[src/rtl/fpg_pkg.sv]
package fpg_pkg;

    localparam int CODE_W = 6;
    localparam int REG_W  = 8;

    typedef logic [CODE_W-1:0] code_t;

    localparam code_t CODE_OFF    = code_t'(0);
    localparam code_t CODE_SQUARE = code_t'(63);

    typedef enum logic [1:0] {
        MODE_OFF,
        MODE_NARROW,
        MODE_SQUARE
    } mode_e;

    function automatic mode_e decode_mode(input code_t code);
        if (code == CODE_OFF) begin
            return MODE_OFF;
        end else if (code == CODE_SQUARE) begin
            return MODE_SQUARE;
        end
        return MODE_NARROW;
    endfunction

endpackage

[src/rtl/fpg_ctrl_reg.sv]
module fpg_ctrl_reg
    import fpg_pkg::*;
#(
    parameter int               ADDR_W   = 8,
    parameter logic [ADDR_W-1:0] REG_ADDR = 8'h12
) (
    input  logic              clk,
    input  logic              rst_n,
    input  logic              wr_en,
    input  logic [ADDR_W-1:0] addr,
    input  logic [REG_W-1:0]  wdata,
    output logic [REG_W-1:0]  rdata,
    output code_t             code_o
);

    typedef struct packed {
        code_t code;
    } reg_st_t;

    reg_st_t st_d;
    reg_st_t st_q;
    logic    hit;
    logic    unused_wdata_hi;

    assign hit             = (addr == REG_ADDR);
    assign unused_wdata_hi = ^wdata[REG_W-1:CODE_W];

    always_comb begin
        st_d = st_q;
        if (wr_en && hit) begin
            st_d.code = wdata[CODE_W-1:0];
        end
    end

    always_ff @(posedge clk or negedge rst_n) begin
        if (!rst_n) begin
            st_q.code <= CODE_SQUARE;
        end else begin
            st_q <= st_d;
        end
    end

    assign code_o = st_q.code;
    assign rdata  = hit ? {{(REG_W-CODE_W){1'b0}}, st_q.code} : '0;

    AST_WR_IGNORED: assert property (@(posedge clk) disable iff (!rst_n)
        !(wr_en && (addr == REG_ADDR)) |=> $stable(code_o));

    AST_WR_LOW_BITS: assert property (@(posedge clk) disable iff (!rst_n)
        (wr_en && (addr == REG_ADDR)) |=> (code_o == $past(wdata[CODE_W-1:0])));

endmodule

[src/rtl/fpg_frame_counter.sv]
module fpg_frame_counter #(
    parameter int  FRAME_LEN = 19440,
    localparam int CNT_W     = $clog2(FRAME_LEN)
) (
    input  logic             clk,
    input  logic             rst_n,
    output logic [CNT_W-1:0] count_o,
    output logic [CNT_W-1:0] count_nxt_o,
    output logic             first_o,
    output logic             last_o
);

    localparam logic [CNT_W-1:0] LAST = CNT_W'(FRAME_LEN - 1);

    typedef struct packed {
        logic [CNT_W-1:0] cnt;
    } cnt_st_t;

    cnt_st_t st_d;
    cnt_st_t st_q;
    logic    at_last;

    always_comb begin
        st_d    = st_q;
        at_last = (st_q.cnt == LAST);
        if (at_last) begin
            st_d.cnt = '0;
        end else begin
            st_d.cnt = st_q.cnt + CNT_W'(1);
        end
    end

    always_ff @(posedge clk or negedge rst_n) begin
        if (!rst_n) begin
            st_q.cnt <= '0;
        end else begin
            st_q <= st_d;
        end
    end

    assign count_o     = st_q.cnt;
    assign count_nxt_o = st_d.cnt;
    assign first_o     = (st_q.cnt == '0);
    assign last_o      = at_last;

    AST_CNT_WRAP: assert property (@(posedge clk) disable iff (!rst_n)
        (count_o == LAST) |=> (count_o == '0));

    AST_CNT_STEP: assert property (@(posedge clk) disable iff (!rst_n)
        (count_o != LAST) |=> (count_o == $past(count_o) + CNT_W'(1)));

endmodule

[src/rtl/fpg_pulse_shaper.sv]
module fpg_pulse_shaper
    import fpg_pkg::*;
#(
    parameter int  FRAME_LEN = 19440,
    localparam int CNT_W     = $clog2(FRAME_LEN)
) (
    input  logic             clk,
    input  logic             rst_n,
    input  logic [CNT_W-1:0] count_i,
    input  logic [CNT_W-1:0] count_nxt_i,
    input  logic             frame_last_i,
    input  code_t            code_i,
    output logic             pulse_o,
    output logic             oe_o
);

    localparam logic [CNT_W-1:0] HALF = CNT_W'(FRAME_LEN / 2);

    typedef struct packed {
        code_t act;
        logic  oe;
        logic  pulse;
    } shp_st_t;

    shp_st_t st_d;
    shp_st_t st_q;

    always_comb begin
        st_d = st_q;
        if (frame_last_i) begin
            st_d.act = code_i;
        end
        unique case (decode_mode(st_d.act))
            MODE_OFF: begin
                st_d.oe    = 1'b0;
                st_d.pulse = 1'b0;
            end
            MODE_NARROW: begin
                st_d.oe    = 1'b1;
                st_d.pulse = (count_nxt_i < CNT_W'(st_d.act));
            end
            default: begin
                st_d.oe    = 1'b1;
                st_d.pulse = (count_nxt_i < HALF);
            end
        endcase
    end

    always_ff @(posedge clk or negedge rst_n) begin
        if (!rst_n) begin
            st_q.act   <= CODE_SQUARE;
            st_q.oe    <= 1'b1;
            st_q.pulse <= 1'b1;
        end else begin
            st_q <= st_d;
        end
    end

    assign pulse_o = st_q.pulse;
    assign oe_o    = st_q.oe;

    AST_CODE_HOLD: assert property (@(posedge clk) disable iff (!rst_n)
        !frame_last_i |=> $stable(st_q.act));

    AST_OFF_QUIET: assert property (@(posedge clk) disable iff (!rst_n)
        !oe_o |-> !pulse_o);

    AST_RISE_AT_START: assert property (@(posedge clk) disable iff (!rst_n)
        $rose(pulse_o) |-> (count_i == '0));

    AST_NARROW_FALL: assert property (@(posedge clk) disable iff (!rst_n)
        ($fell(pulse_o) && (st_q.act != CODE_SQUARE)) |-> (count_i == CNT_W'(st_q.act)));

    AST_SQUARE_FALL: assert property (@(posedge clk) disable iff (!rst_n)
        ($fell(pulse_o) && (st_q.act == CODE_SQUARE)) |-> (count_i == HALF));

endmodule

[src/rtl/frame_pulse_gen.sv]
module frame_pulse_gen
    import fpg_pkg::*;
#(
    parameter int                FRAME_LEN = 19440,
    parameter int                ADDR_W    = 8,
    parameter logic [ADDR_W-1:0] REG_ADDR  = 8'h12
) (
    input  logic              clk,
    input  logic              rst_n,
    input  logic              reg_wr,
    input  logic [ADDR_W-1:0] reg_addr,
    input  logic [7:0]        reg_wdata,
    output logic [7:0]        reg_rdata,
    output logic              pulse_out,
    output logic              pulse_oe,
    output logic              frame_start
);

    localparam int CNT_W = $clog2(FRAME_LEN);

    code_t            staged_code;
    logic [CNT_W-1:0] count;
    logic [CNT_W-1:0] count_nxt;
    logic             frame_last;

    fpg_ctrl_reg #(
        .ADDR_W   (ADDR_W),
        .REG_ADDR (REG_ADDR)
    ) i_ctrl_reg (
        .clk    (clk),
        .rst_n  (rst_n),
        .wr_en  (reg_wr),
        .addr   (reg_addr),
        .wdata  (reg_wdata),
        .rdata  (reg_rdata),
        .code_o (staged_code)
    );

    fpg_frame_counter #(
        .FRAME_LEN (FRAME_LEN)
    ) i_frame_counter (
        .clk         (clk),
        .rst_n       (rst_n),
        .count_o     (count),
        .count_nxt_o (count_nxt),
        .first_o     (frame_start),
        .last_o      (frame_last)
    );

    fpg_pulse_shaper #(
        .FRAME_LEN (FRAME_LEN)
    ) i_pulse_shaper (
        .clk          (clk),
        .rst_n        (rst_n),
        .count_i      (count),
        .count_nxt_i  (count_nxt),
        .frame_last_i (frame_last),
        .code_i       (staged_code),
        .pulse_o      (pulse_out),
        .oe_o         (pulse_oe)
    );

    AST_FRAME_START_PULSE: assert property (@(posedge clk) disable iff (!rst_n)
        frame_start |=> !frame_start);

endmodule

[config.mk]
export PLATFORM = sky130hd
export DESIGN_NAME = frame_pulse_gen
export DESIGN_NICKNAME = d
export VERILOG_FILES = /design/src/rtl/fpg_pkg.sv /design/src/rtl/fpg_ctrl_reg.sv /design/src/rtl/fpg_frame_counter.sv /design/src/rtl/fpg_pulse_shaper.sv /design/src/rtl/frame_pulse_gen.sv
export SDC_FILE = /design/constraint.sdc
export NUM_CORES = 1
export LEC_CHECK = 0
export ABC_AREA = 1
export BUFFER_PORTS_ARGS = -buffer_cell sky130_fd_sc_hd__buf_2
export CORE_MARGIN = 8
export CORE_UTILIZATION = 45
export DETAILED_ROUTE_END_ITERATION = 10
export HOLD_SLACK_MARGIN = 0.02
export PLACE_DENSITY_LB_ADDON = 0.08
export SLEW_MARGIN = 10
export SYNTH_ARGS = -nofsm -noshare
export SYNTH_HDL_FRONTEND = slang
export SYNTH_HIERARCHICAL = 1
export SYNTH_SLANG_ARGS = --single-unit
[constraint.sdc]
create_clock -name clk -period 2.05 [get_ports clk]
set_input_delay 0.1025 -clock clk [delete_from_list [all_inputs] [get_ports clk]]
set_output_delay 0.1025 -clock clk [all_outputs]
set_load 0.005 [all_outputs]
======== Word level (Yosys, flattened, before mapping) ========
Cells that the tools add are included.
operators by class
  add/sub/neg operators ................... 1
  magnitude comparators ................... 2
  equality and inequality tests ........... 4
  muxes and demuxes ....................... 9
  reduce and logical (&&, ||, !) cells .... 4
operators by type and width
  operator                                               count
  adder 15 x 1 -> 15 bit (second input constant)         1
  == test 15 bit (second input constant)                 1
  logical NOT 15 bit                                     1
  < comparator 15 x 14 -> 1 bit (second input constant)  1
  < comparator 15 x 6 -> 1 bit                           1
  2-to-1 mux 15 bit                                      1
  2-to-1 mux 6 bit                                       2
  == test 8 x 5 -> 1 bit (second input constant)         1
  == test 6 bit (second input constant)                  1
  logical NOT 6 bit                                      1
  2-to-1 mux 2 bit                                       3
  one-hot mux 2 bit (2 select lines)                     1
  == test 2 x 1 -> 1 bit (second input constant)         1
  logical NOT 2 bit                                      1
  2-to-1 mux 1 bit                                       2
  logical AND 1 bit                                      1
storage, ports and cells
  register bits after elaboration ......... 29

======== Depth between registers and ports, before layout ========
  depth after elaboration ................. 8
  depth in mapped cells ................... 17
  depth with buffers taken out ............ 16

======== Cells and area by module ========
The synthesis kept the hierarchy.
by module, submodules not included
  module             instances  cells each  area an instance (um2)  sequential area each (um2)
  fpg_frame_counter  1          126         890.9                   375.4
  fpg_pulse_shaper   1          104         719.4                   210.2
  fpg_ctrl_reg       1          56          410.4                   157.7

======== Worst setup path before layout ========
Ideal clock, no wire load.
  path kind ............................... register -> register
  start ................................... register i_frame_counter.st_q, in the netlist i_frame_counter/count_o[0]
  end ..................................... register i_pulse_shaper.st_q, in the netlist i_pulse_shaper/pulse_o
  arrival ................................. 2.033 ns
  data required time ...................... 1.973 ns
  slack ................................... -0.059 ns
  stages on the path, launching flop included .. 16
  buffers on the path ..................... 1
  clock period less this slack ............ 2.109 ns
  cell sequence ........................... dfrtp_1 -> ha_1 -> nand3_2 -> nor2_1 -> nand2_1 -> inv_2 -> inv_2 -> buf_6 -> nand2_2 -> nand2_1 -> ha_1 -> nand2_1 -> nor3b_1 -> nand2_1 -> nand4_1 -> nand2_1
RTL lines
  what                    RTL line                 text
  start, declared         fpg_frame_counter.sv:20  cnt_st_t st_q;
  start signal, assigned  fpg_frame_counter.sv:37  st_q <= st_d;
  end signal, assigned    fpg_pulse_shaper.sv:55   st_q <= st_d;
  end, declared           fpg_pulse_shaper.sv:26   shp_st_t st_q;

==> run summary <==
Placed insts: 381
CTS root buffer: clkbuf_8
Total die area: 6890 sq um
Initial Utilization: 46.4%
Critical path class: reg -> reg
Total track usage: 13.8%
Routed WL per cell: 12.3 um
Max_cap viols: 0
Buffers on Ports: 25
Core Area: 4350 sq um
Final Util: 61.0%
Yosys warning count: 6
DP Area: 2360 sq um
Clk sink count: 29
Diode count: 0
Largest family of logic cells by synthesized area: simple AND/OR/NAND/NOR gates
Post-Layout Cell Count: 396
Number of synthesized flops with an enable pin: 0
Slew Viols, Final: 0
Critical path peak fanout: 7
Top_reg_cell synth: dfrtp_1
Worst Hold Class: in -> reg
PnR worst setup slack: 0.0704 ns
First-pass GRT wire length: 7970 um
Post-route cell area: 2660 sq um
Top cells by area, synth: dfrtp_1, dfstp_2, nand2_1
Internal power: 876 uW
Synth top area share: 18.6%
Post-synthesis sequential area ratio: 36.8%
Max Clk Rate: 0.505 GHz
# H-tree levels: 2
Worst Tran Pin Value: 0.637 ns
Initial antenna violation count: 0
Worst-path clk slew: 0.06 ns
Share of cells above drive strength 1: 41.6%
Num CTS Buffers: 5
Combinational Power Share: 4.5%
Clk network pwr share: 42.3%
Row Count: 24
Remaining Overflow, GRT: 0
Largest net degree at the start of global routing: 30
Antenna Nets Post-Route: 0
Tcrit/Tclk final: 96.6%
Switching share of total power: 21.0%
Startpoint Class: register
Worst vdd ir: 0.341 mV
Cell area after synthesis: 2020 sq um
Vias in the first global route: 1,868
LEAKAGE: 0.00126 uW
Remaining DRCs: 0
Final Hold Fails: 0
Worst skew pair latency: 0.28 ns
Endpoints failing setup: 0
Register share of total power: 53.2%
Post-Route Skew: 0.00389 ns
Avg Inst Size Synth: 7.07 sq um
Layout area overhead: 31.4%
Area leader, netlist: dfrtp_1
Post-synthesis mux area share: 0%
Adder-Cell Fraction of Synth Area: 4.33%
Critical path data arrival time: 2.19 ns
CTS max path bufs: 2
Setup tns final: 0 ns
Chip height: 83.0 um
Initial DRT Pass Iterations: 5
WL final: 4860 um
Synth Area in XOR/XNOR: 2.17%
Io pins: 30
Die width: 83.0 um
Min cycle time layout: 1.98 ns
CTS tree: yes
Simple-gate share of the synthesized area: 45.2%
Worst EP required: 2.26 ns
Library cells used by synthesis: 27
Worst setup EP type: register
Layout net count: 369
Unrepaired setup endpoints after global routing: true
Vias per std cell: 4.84
DP HPWL: 3810 um
DR iter-0 viols: 62
Final GP Congestion: 0.871
Max_slew headroom: 57.6%
Post-synthesis cell count: 286
Pwr dens: 418 nW/um^2
Synth Register Bits: 29
Share of flip-flops with an asynchronous set or reset: 100%
Vias: 1,917
Status: completed
Pre-CTS WS: -0.00501 ns
Synth Area in Compound Gates: 0.991%
Net Switching: 233 uW
[power by group through the flow]
| stage | registers, uW | logic (uW) | clock network [uW] |
|---|---|---|---|
| finish | 590 | 49.7 | 469 |
| global route | 591 | 57.6 | 506 |
| CTS | 590 | 50.3 | 485 |
| detailed placement | 599 | 48.7 | 0 |
| global placement | 599 | 47.6 | 0 |
| floorplan | 597 | 21.0 | 0 |
[logic make-up after synthesis]
group / count (synthesis)
flip-flops: 29
buffers and inverters: 50
AND/OR/NAND/NOR: 190
adder cells (fa/ha/maj): 7
AO/OA/AOI/OAI: 4
XOR/XNOR: 5
other: 1
[worst paths after layout]
path | slack [ns] | startpoint | cells after the start | endpoint
max | 0.07 | i_frame_counter/count_o[1] | 14 | i_pulse_shaper/pulse_o
min | 0.03 | reg_wdata[5] | 3 | i_ctrl_reg/code_o[5]
max reg2reg | 0.07 | i_frame_counter/count_o[1] | 14 | i_pulse_shaper/pulse_o
min reg2reg | 0.48 | i_ctrl_reg/code_o[5] | 2 | i_ctrl_reg/code_o[5]
max in group asynchronous | 1.22 | rst_n | 2 | i_frame_counter/count_o[9]
min in group asynchronous | 0.38 | rst_n | 2 | i_frame_counter/count_o[7]
[worst max-delay path, stage by stage, from the launching register on]
cell      delay [ns]
dfrtp_1         0.38
ha_2            0.21
nand3_4         0.12
nor2_4          0.05
nand2_2         0.09
clkinv_4        0.11
buf_6           0.15
nand2_4         0.07
nand2_4         0.06
ha_4            0.27
nand2_2         0.05
nor3b_2         0.14
nand2_1         0.08
nand4_1         0.09
nand2_1         0.05
[synthesized netlist by cell type, drive strengths merged, types with 2 or more instances]
cell type	count
nand2	94
nor2	62
inv	45
nand3	18
dfrtp	15
dfstp	14
nand4	9
ha	7
buf	4
nor3	4
xor2	4
o21ai	3
nor3b	2
[area by class of cell]
type	count	area, sq um
clock buffer	8	90.1
fill	406	1700
inverter	46	188
sequential	29	744
tap	52	65.1
multi-input combinational	208	1220
timing repair buffer	53	349
[metrics by stage]
stage                     hold WS [ns]  total power [uW]
after floorplan                 -0.193               618
after global placement           0.157               646
after detailed placement         0.155               648
after CTS                       0.0248              1120
after global routing            0.0448              1150
final                           0.0347              1110
[layout by cell type (no fill, tap or decap), types with 2 or more instances in the layout]
master | synthesis | layout
buf_2 | 0 | 25
buf_4 | 3 | 24
buf_6 | 1 | 3
clkbuf_1 | 0 | 2
clkbuf_8 | 0 | 6
conb_1 | 1 | 2
dfrtp_1 | 15 | 14
dfstp_2 | 14 | 14
ha_1 | 7 | 2
ha_4 | 0 | 4
inv_1 | 41 | 40
inv_2 | 3 | 2
nand2_1 | 76 | 67
nand2_2 | 16 | 23
nand2_4 | 2 | 4
nand3_1 | 13 | 13
nand3_2 | 5 | 4
nand4_1 | 9 | 9
nor2_1 | 46 | 36
nor2_2 | 14 | 20
nor2_4 | 1 | 5
nor3_1 | 4 | 4
o21ai_0 | 3 | 3
xor2_1 | 4 | 4
[flip-flops by register name (all words and copies together), names as in the netlist]
register	cells
i_ctrl_reg/code_o	6
i_frame_counter/count_o	15
i_pulse_shaper/pulse_o	1
i_pulse_shaper/oe_o	1
i_pulse_shaper/st_q	6
[routing by layer]
metal  up-vias  part of all wire (%)  wire length, um  GRT usage (%)
li1        983                     -                -              -
met1       858                    41             1980           14.7
met2        62                    51             2490           24.8
met3        14                   4.9              239           3.71
met4         0                   3.0              146           6.07
met5         -                     0                0              0
[repair_timing]
item / CTS / global route
setup buffers: 1 / 6
gates cloned: 0 / 0
hold buffers: 1 / 0
pin swaps: 1 / 15
setup endpoints to repair: 1 / 1
endpoints found under the hold margin: 15 / 0
gates resized for setup: 3 / 36
No activity file was read; power rests on OpenSTA's default activity.
